--- src/rtl/booth8_pkg.sv ---
package booth8_pkg;
    localparam int ROWS  = 4;
    localparam int NMULT = 5;
    localparam int M_ZERO  = 0;
    localparam int M_ONE   = 1;
    localparam int M_TWO   = 2;
    localparam int M_THREE = 3;
    localparam int M_FOUR  = 4;

    typedef struct packed {
        logic             neg;
        logic [NMULT-1:0] sel;   // one-hot, index = magnitude
    } digit_t;
endpackage

--- src/rtl/booth8_recode.sv ---
module booth8_recode
    import booth8_pkg::*;
(
    input  logic [3:0] grp,
    output digit_t     dig
);
    logic [2:0] pos_c;
    logic [2:0] mag_c;

    always_comb begin
        pos_c   = {1'b0, grp[2], 1'b0} + {2'b00, grp[1]} + {2'b00, grp[0]};
        dig.neg = grp[3] && (pos_c != 3'd4);
        mag_c   = grp[3] ? (3'd4 - pos_c) : pos_c;
        dig.sel = NMULT'(1) << mag_c;
    end
endmodule

--- src/rtl/booth8_row_sel.sv ---
module booth8_row_sel
    import booth8_pkg::*;
#(
    parameter int W = 8
) (
    input  digit_t       dig,
    input  logic [W-1:0] y_win,
    input  logic [1:0]   y_low,
    input  logic [W-1:0] y3_win,
    output logic [W-1:0] row,
    output logic         neg
);
    logic [W-1:0] twice_c;
    logic [W-1:0] quad_c;
    logic [W-1:0] mag_c;

    always_comb begin
        twice_c = {y_win[W-2:0], y_low[1]};
        quad_c  = {y_win[W-3:0], y_low};
        mag_c   = ({W{dig.sel[M_ONE]}}   & y_win)
                | ({W{dig.sel[M_TWO]}}   & twice_c)
                | ({W{dig.sel[M_THREE]}} & y3_win)
                | ({W{dig.sel[M_FOUR]}}  & quad_c);
        row     = dig.neg ? ~mag_c : mag_c;
        neg     = dig.neg;
    end
endmodule

--- src/rtl/booth8_csa.sv ---
module booth8_csa #(
    parameter int W = 8
) (
    input  logic [W-1:0] a,
    input  logic [W-1:0] b,
    input  logic [W-1:0] c,
    output logic [W-1:0] s,
    output logic [W-2:0] cy   // bit j has weight 2^(j+1)
);
    always_comb s = a ^ b ^ c;

    for (genvar j = 0; j < W - 1; j++) begin : g_maj
        always_comb cy[j] = (a[j] & b[j]) | (a[j] & c[j]) | (b[j] & c[j]);
    end
endmodule

--- src/rtl/booth8_pp_slice.sv ---
module booth8_pp_slice
    import booth8_pkg::*;
#(
    parameter int W = 8
) (
    input  logic                clk,
    input  logic                rst_n,
    input  logic                in_valid,
    output logic                in_ready,
    input  logic [3*ROWS:0]     mplr_bits,
    input  logic [W-1:0]        y_win,
    input  logic [1:0]          y_low,
    input  logic [W-1:0]        y3_win,
    output logic                out_valid,
    input  logic                out_ready,
    output logic [W-1:0]        sum_row,
    output logic [W-2:0]        carry_row,
    output logic [ROWS-1:0]     row_neg
);
    typedef struct packed {
        logic            vld;
        logic [W-1:0]    sum;
        logic [W-2:0]    cy;
        logic [ROWS-1:0] neg;
    } slot_t;

    digit_t          dig   [ROWS];
    logic [W-1:0]    rows  [ROWS];
    logic [ROWS-1:0] neg_c;
    logic [W-1:0]    s1_c, s2_c;
    logic [W-2:0]    c1_c, c2_c;
    slot_t           st_d, st_q;

    for (genvar r = 0; r < ROWS; r++) begin : g_row
        booth8_recode u_rec (
            .grp (mplr_bits[3*r+3:3*r]),
            .dig (dig[r])
        );
        booth8_row_sel #(.W(W)) u_sel (
            .dig    (dig[r]),
            .y_win  (y_win),
            .y_low  (y_low),
            .y3_win (y3_win),
            .row    (rows[r]),
            .neg    (neg_c[r])
        );

        AST_SEL_ONEHOT: assert property (@(posedge clk) disable iff (!rst_n)
            $countones(dig[r].sel) == 1);
        AST_NEG_NONZERO: assert property (@(posedge clk) disable iff (!rst_n)
            dig[r].neg |-> !dig[r].sel[M_ZERO]);
    end

    booth8_csa #(.W(W)) u_csa_a (
        .a  (rows[0]),
        .b  (rows[1]),
        .c  (rows[2]),
        .s  (s1_c),
        .cy (c1_c)
    );

    booth8_csa #(.W(W)) u_csa_b (
        .a  (s1_c),
        .b  ({c1_c, 1'b0}),
        .c  (rows[3]),
        .s  (s2_c),
        .cy (c2_c)
    );

    AST_SUM_CONSERVED: assert property (@(posedge clk) disable iff (!rst_n)
        W'(s2_c + {c2_c, 1'b0}) == W'(rows[0] + rows[1] + rows[2] + rows[3]));

    always_comb in_ready = !st_q.vld || out_ready;

    always_comb begin
        st_d = st_q;
        if (st_q.vld && out_ready) st_d.vld = 1'b0;
        if (in_valid && in_ready) begin
            st_d.vld = 1'b1;
            st_d.sum = s2_c;
            st_d.cy  = c2_c;
            st_d.neg = neg_c;
        end
    end

    always_ff @(posedge clk or negedge rst_n) begin
        if (!rst_n) st_q <= '0;
        else        st_q <= st_d;
    end

    always_comb begin
        out_valid = st_q.vld;
        sum_row   = st_q.sum;
        carry_row = st_q.cy;
        row_neg   = st_q.neg;
    end

    AST_ACCEPT_SHOWS: assert property (@(posedge clk) disable iff (!rst_n)
        in_valid && in_ready |=> out_valid);
    AST_IDLE_DROP: assert property (@(posedge clk) disable iff (!rst_n)
        out_valid && out_ready && !in_valid |=> !out_valid);
    AST_STALL_HOLD: assert property (@(posedge clk) disable iff (!rst_n)
        out_valid && !out_ready |=> out_valid && $stable(sum_row)
            && $stable(carry_row) && $stable(row_neg));
endmodule

--- config.mk ---
export PLATFORM = sky130hd
export DESIGN_NAME = booth8_pp_slice
export DESIGN_NICKNAME = d
export VERILOG_FILES = /design/src/rtl/booth8_pkg.sv /design/src/rtl/booth8_recode.sv /design/src/rtl/booth8_row_sel.sv /design/src/rtl/booth8_csa.sv /design/src/rtl/booth8_pp_slice.sv
export SDC_FILE = /design/constraint.sdc
export NUM_CORES = 1
export LEC_CHECK = 0
export ABC_AREA = 1
export BUFFER_PORTS_ARGS = -buffer_cell sky130_fd_sc_hd__buf_2
export CAP_MARGIN = 25
export CORE_AREA = 2 2 86 88
export CTS_BUF_LIST = sky130_fd_sc_hd__clkbuf_4
export CTS_CLUSTER_DIAMETER = 50
export DETAILED_ROUTE_END_ITERATION = 8
export DIE_AREA = 0 0 88 90
export GPL_ROUTABILITY_DRIVEN = 0
export GPL_TIMING_DRIVEN = 1
export PLACE_DENSITY = 0.64
export SETUP_SLACK_MARGIN = 0.4
export SLEW_MARGIN = 20
export SYNTH_ARGS = -nofsm -noshare
export SYNTH_HDL_FRONTEND = slang
export SYNTH_SLANG_ARGS = --single-unit
--- constraint.sdc ---
create_clock -name clk -period 1.5 [get_ports clk]
set_input_delay 0.3 -clock clk [delete_from_list [all_inputs] [get_ports clk]]
set_output_delay 0.3 -clock clk [all_outputs]
set_load 0.03 [all_outputs]
==> run_results.csv <==
group,metric,value,unit
worst_hold_path,path_type_of_the_worst_min_delay_path,"in -> reg",
layout,layout-drive-gt1-share,43.5,%
run_status,result_of_the_run,"complete, but fails checks",
layout,mostFrequentLayoutCells,"123 x sky130_fd_sc_hd__nand2_1, 80 x sky130_fd_sc_hd__buf_4, 36 x sky130_fd_sc_hd__inv_1",
floorplan,die_area,0.00792,mm2
logic_synthesis,async_flop_share,100,%
placed_design,detailed_placement_wirelength_estimate,6790,um
drt,drt_pre_antenna_iters,8,
worst_setup_path,crit_path_top_delay_cell,"sky130_fd_sc_hd__fa_2",
sta,fmax,344,MHz
logic_synthesis,synth_area,0.00283,mm2
clock_tree,worst_skew_pair_later_pin_latency,300,ps
drt,drt-initial-drc-count,317,
layout,layout.cells.most_common,"sky130_fd_sc_hd__nand2_1",
floorplan,die_height,90,um
layout,final_layout_fill_cell_count,618,
drt,vias_per_cell,5.12,
power_and_ir_drop,power_frac_comb,74.6,%
placed_design,numPortBuffers,55,
sta,final_min_period_over_clock_period,194,%
logic_synthesis,synth-main-ff-cell,"sky130_fd_sc_hd__dfrtp_1",
logic_synthesis,ys.warnings.count,0,
sta,finalWorstPathRequiredPeriod,2910,ps
power_and_ir_drop,seqPwrFrac,19.7,%
power_and_ir_drop,vdd.ir_drop.worst,0.000305,V
clock_tree,cts.path.max_buffers,2,
run_status,violations_in_the_final_reports,"negative setup slack",
logic_synthesis,postSynthNetCount,488,
layout,fin_nets,627,
power_and_ir_drop,cellInternalPower,0.00243,W
worst_setup_path,critPathKind,"in -> reg",
logic_synthesis,synthCells,423,
power_and_ir_drop,power_leakage,2.27,nW
worst_setup_path,path_max_fanout,7,
grt,grt_usage,23.3,%
worst_setup_path,critPathRequiredTime,1740,ps
grt,via_count_of_the_first_global_routing_pass,3379,
run,max_cap_violations,0,
clock_tree,cts_made_buffers,3,
sta,setup_viol_count_final,15,
grt,grt_first_pass_wirelength,15100,um
layout,postLayoutCoreUtil,64.4,%
grt,grt_antenna_before_repair,0,
sta,worst_slew_margin_rel,69.3,%
grt,largest_net_degree_at_the_start_of_global_routing,25,
worst_setup_path,timing.critical_path.to_type,"flop",
placed_design,dpl_worst_slack,-1860,ps
logic_synthesis,synth_enable_flop_cells,0,
layout,antennaDiodeCount,0,
clock_tree,clock-sinks,20,
sta,timing.clock.skew,11.6,ps
logic_synthesis,synth_seq_cells,20,
floorplan,core_area,0.00702,mm2
layout,flow.area_growth_from_synthesis,59.7,%
clock_tree,cts_tree,"yes",
worst_setup_path,timing.critical_path.arrival,3150,ps
placed_design,placement.cell_area,0.00391,mm2
clock_tree,cts.clk_slew.worst_paths,120,ps
worst_setup_path,start_kind,"primary input",
drt,route.detailed.wl_per_inst,13.5,um
drt,detailroute.via_count,3376,
layout,final_area,0.00452,mm2
power_and_ir_drop,p_switching,0.00215,W
logic_synthesis,synth.distinct_cells,28,
sta,max_slew.worst_pin.slew,460,ps
floorplan,die_x,88,um
sta,timing.final.ws_setup,-1410,ps
logic_synthesis,sequential_fraction_of_the_synthesis_area,17.7,%
layout,finalNonFillerCells,660,
clock_tree,h_tree_level_count,1,
power_and_ir_drop,clock_power_share,5.7,%
drt,drc,0,
floorplan,top_level_ports,56,
logic_synthesis,synth_area_per_inst,6.69,um2
sta,finalHoldViolCount,0,
power_and_ir_drop,powerDensity,1010,mW/mm2
sta,report.final.slew_viol_count,0,
floorplan,core.rowCount,31,
worst_setup_path,cpPeakStageDelay,550,ps
worst_setup_path,crit_path_cell_trace,"buf_8 -> ha_4 -> xnor2_2 -> inv_1 -> nor2_2 -> ha_1 -> nand2_2 -> nand2_4 -> nor3_4 -> nand2_4 -> o22ai_1 -> nor2_1 -> xor2_1 -> fa_1 -> fa_2 -> nand2_1 -> nand2_1",
drt,ant_nets,0,
clock_tree,cts-root-buf,"sky130_fd_sc_hd__clkbuf_4",
drt,routed_wirelength,8910,um
placed_design,place.detailed.instances,636,
grt,globalRoute.totalOverflow,0,
floorplan,start_util,40.3,%
sta,grt_setup_unrepaired,"yes",
power_and_ir_drop,swShare,46.9,%
==> through the flow <==
stage / hold WS [ps] / total power (W) / setup TNS [ps]
2_1_floorplan: 4.41 / 0.00277 / -20150
3_3_place_gp: 266 / 0.00356 / -25210
3_5_place_dp: 272 / 0.00364 / -26650
4_1_cts: 257 / 0.00441 / -19830
5_1_grt: 297 / 0.00501 / -22360
6_report: 260 / 0.00458 / -20090
==> worst paths after layout <==
check / start / end / slack [ps] / depth (start not counted)
hold / removal: out_ready / out_valid$_DFFE_PN0P_ / 260 / 4
setup / recovery: mplr_bits[3] / sum_row[5]$_DFFE_PN0P_ / -1410 / 17
hold reg to reg: sum_row[3]$_DFFE_PN0P_ / sum_row[3]$_DFFE_PN0P_ / 510 / 2
setup reg to reg: out_valid$_DFFE_PN0P_ / carry_row[4]$_DFFE_PN0P_ / 310 / 5
max in group asynchronous: rst_n / out_valid$_DFFE_PN0P_ / 700 / 2
min in group asynchronous: rst_n / row_neg[0]$_DFFE_PN0P_ / 470 / 2
==> flip-flops by register name, indices dropped and copies added (netlist names) <==
signal	flops
carry_row	7
out_valid	1
row_neg	4
sum_row	8
==> power by group through the flow <==
stage / registers [W] / clock network [W] / logic, W
floorplan: 0.00130 / 0 / 0.00148
global placement: 0.000860 / 0 / 0.00270
detailed placement: 0.000859 / 0 / 0.00278
CTS: 0.000897 / 0.000269 / 0.00324
global route: 0.000927 / 0.000292 / 0.00379
finish: 0.000902 / 0.000263 / 0.00342
==> layout make-up <==
cell class	count	area, um2	area share (%)
clock buffer	3	22.5	0.498
clock inverter	1	3.75	0.0831
inverter	54	205	4.54
multi-input combinational	342	2520	55.8
sequential	20	502	11.1
tap	99	124	2.74
timing repair buffer	141	1140	25.2
==> Yosys cell counts (8+ instances only) <==
cell	instances	area share [%]
sky130_fd_sc_hd__a21oi_1	8	1.4
sky130_fd_sc_hd__dfrtp_1	20	18
sky130_fd_sc_hd__fa_1	13	9.2
sky130_fd_sc_hd__ha_1	17	7.5
sky130_fd_sc_hd__inv_1	43	5.7
sky130_fd_sc_hd__nand2_1	141	19
sky130_fd_sc_hd__nand3_1	23	4.1
sky130_fd_sc_hd__nor2_1	32	4.2
sky130_fd_sc_hd__o21ai_0	9	1.6
sky130_fd_sc_hd__o22ai_1	39	8.6
sky130_fd_sc_hd__xnor2_1	8	2.5
sky130_fd_sc_hd__xor2_1	22	6.8
==> critical path, delay by kind of cell <==
| kind | cells | cell delay (ps) |
|---|---|---|
| xor gates and xnor gates | 2 | 310 |
| adders and majority gates | 4 | 1410 |
| and+or+nand+nor | 8 | 790 |
| buffers and inverters | 2 | 180 |
| AOI/OAI and AO/OA | 1 | 170 |
==> cells by family after synthesis <==
kind of cell	after synthesis	synth area share, %
fa+ha+maj	30	16.7
buf+inv	61	8.76
flops	20	17.7
xor+xnor	31	10.3
compound gates	64	14.1
simple gates	217	32.5
==> timing repair <==
action,CTS,global route
endpoints found under the setup margin,40,40
pin swaps,28,25
hold buffers,1,0
resized for setup,81,38
hold endpoints to repair,20,0
buffers inserted,9,10
==> metal layers <==
metal	track usage [%]	up-vias	wire length (um)
met4	7.05	0	261
met2	39.8	139	4340
met3	2.48	26	572
met1	30.6	1547	3740
met5	0	-	0
li1	-	1664	-
Power figures use the tool's default switching activity.
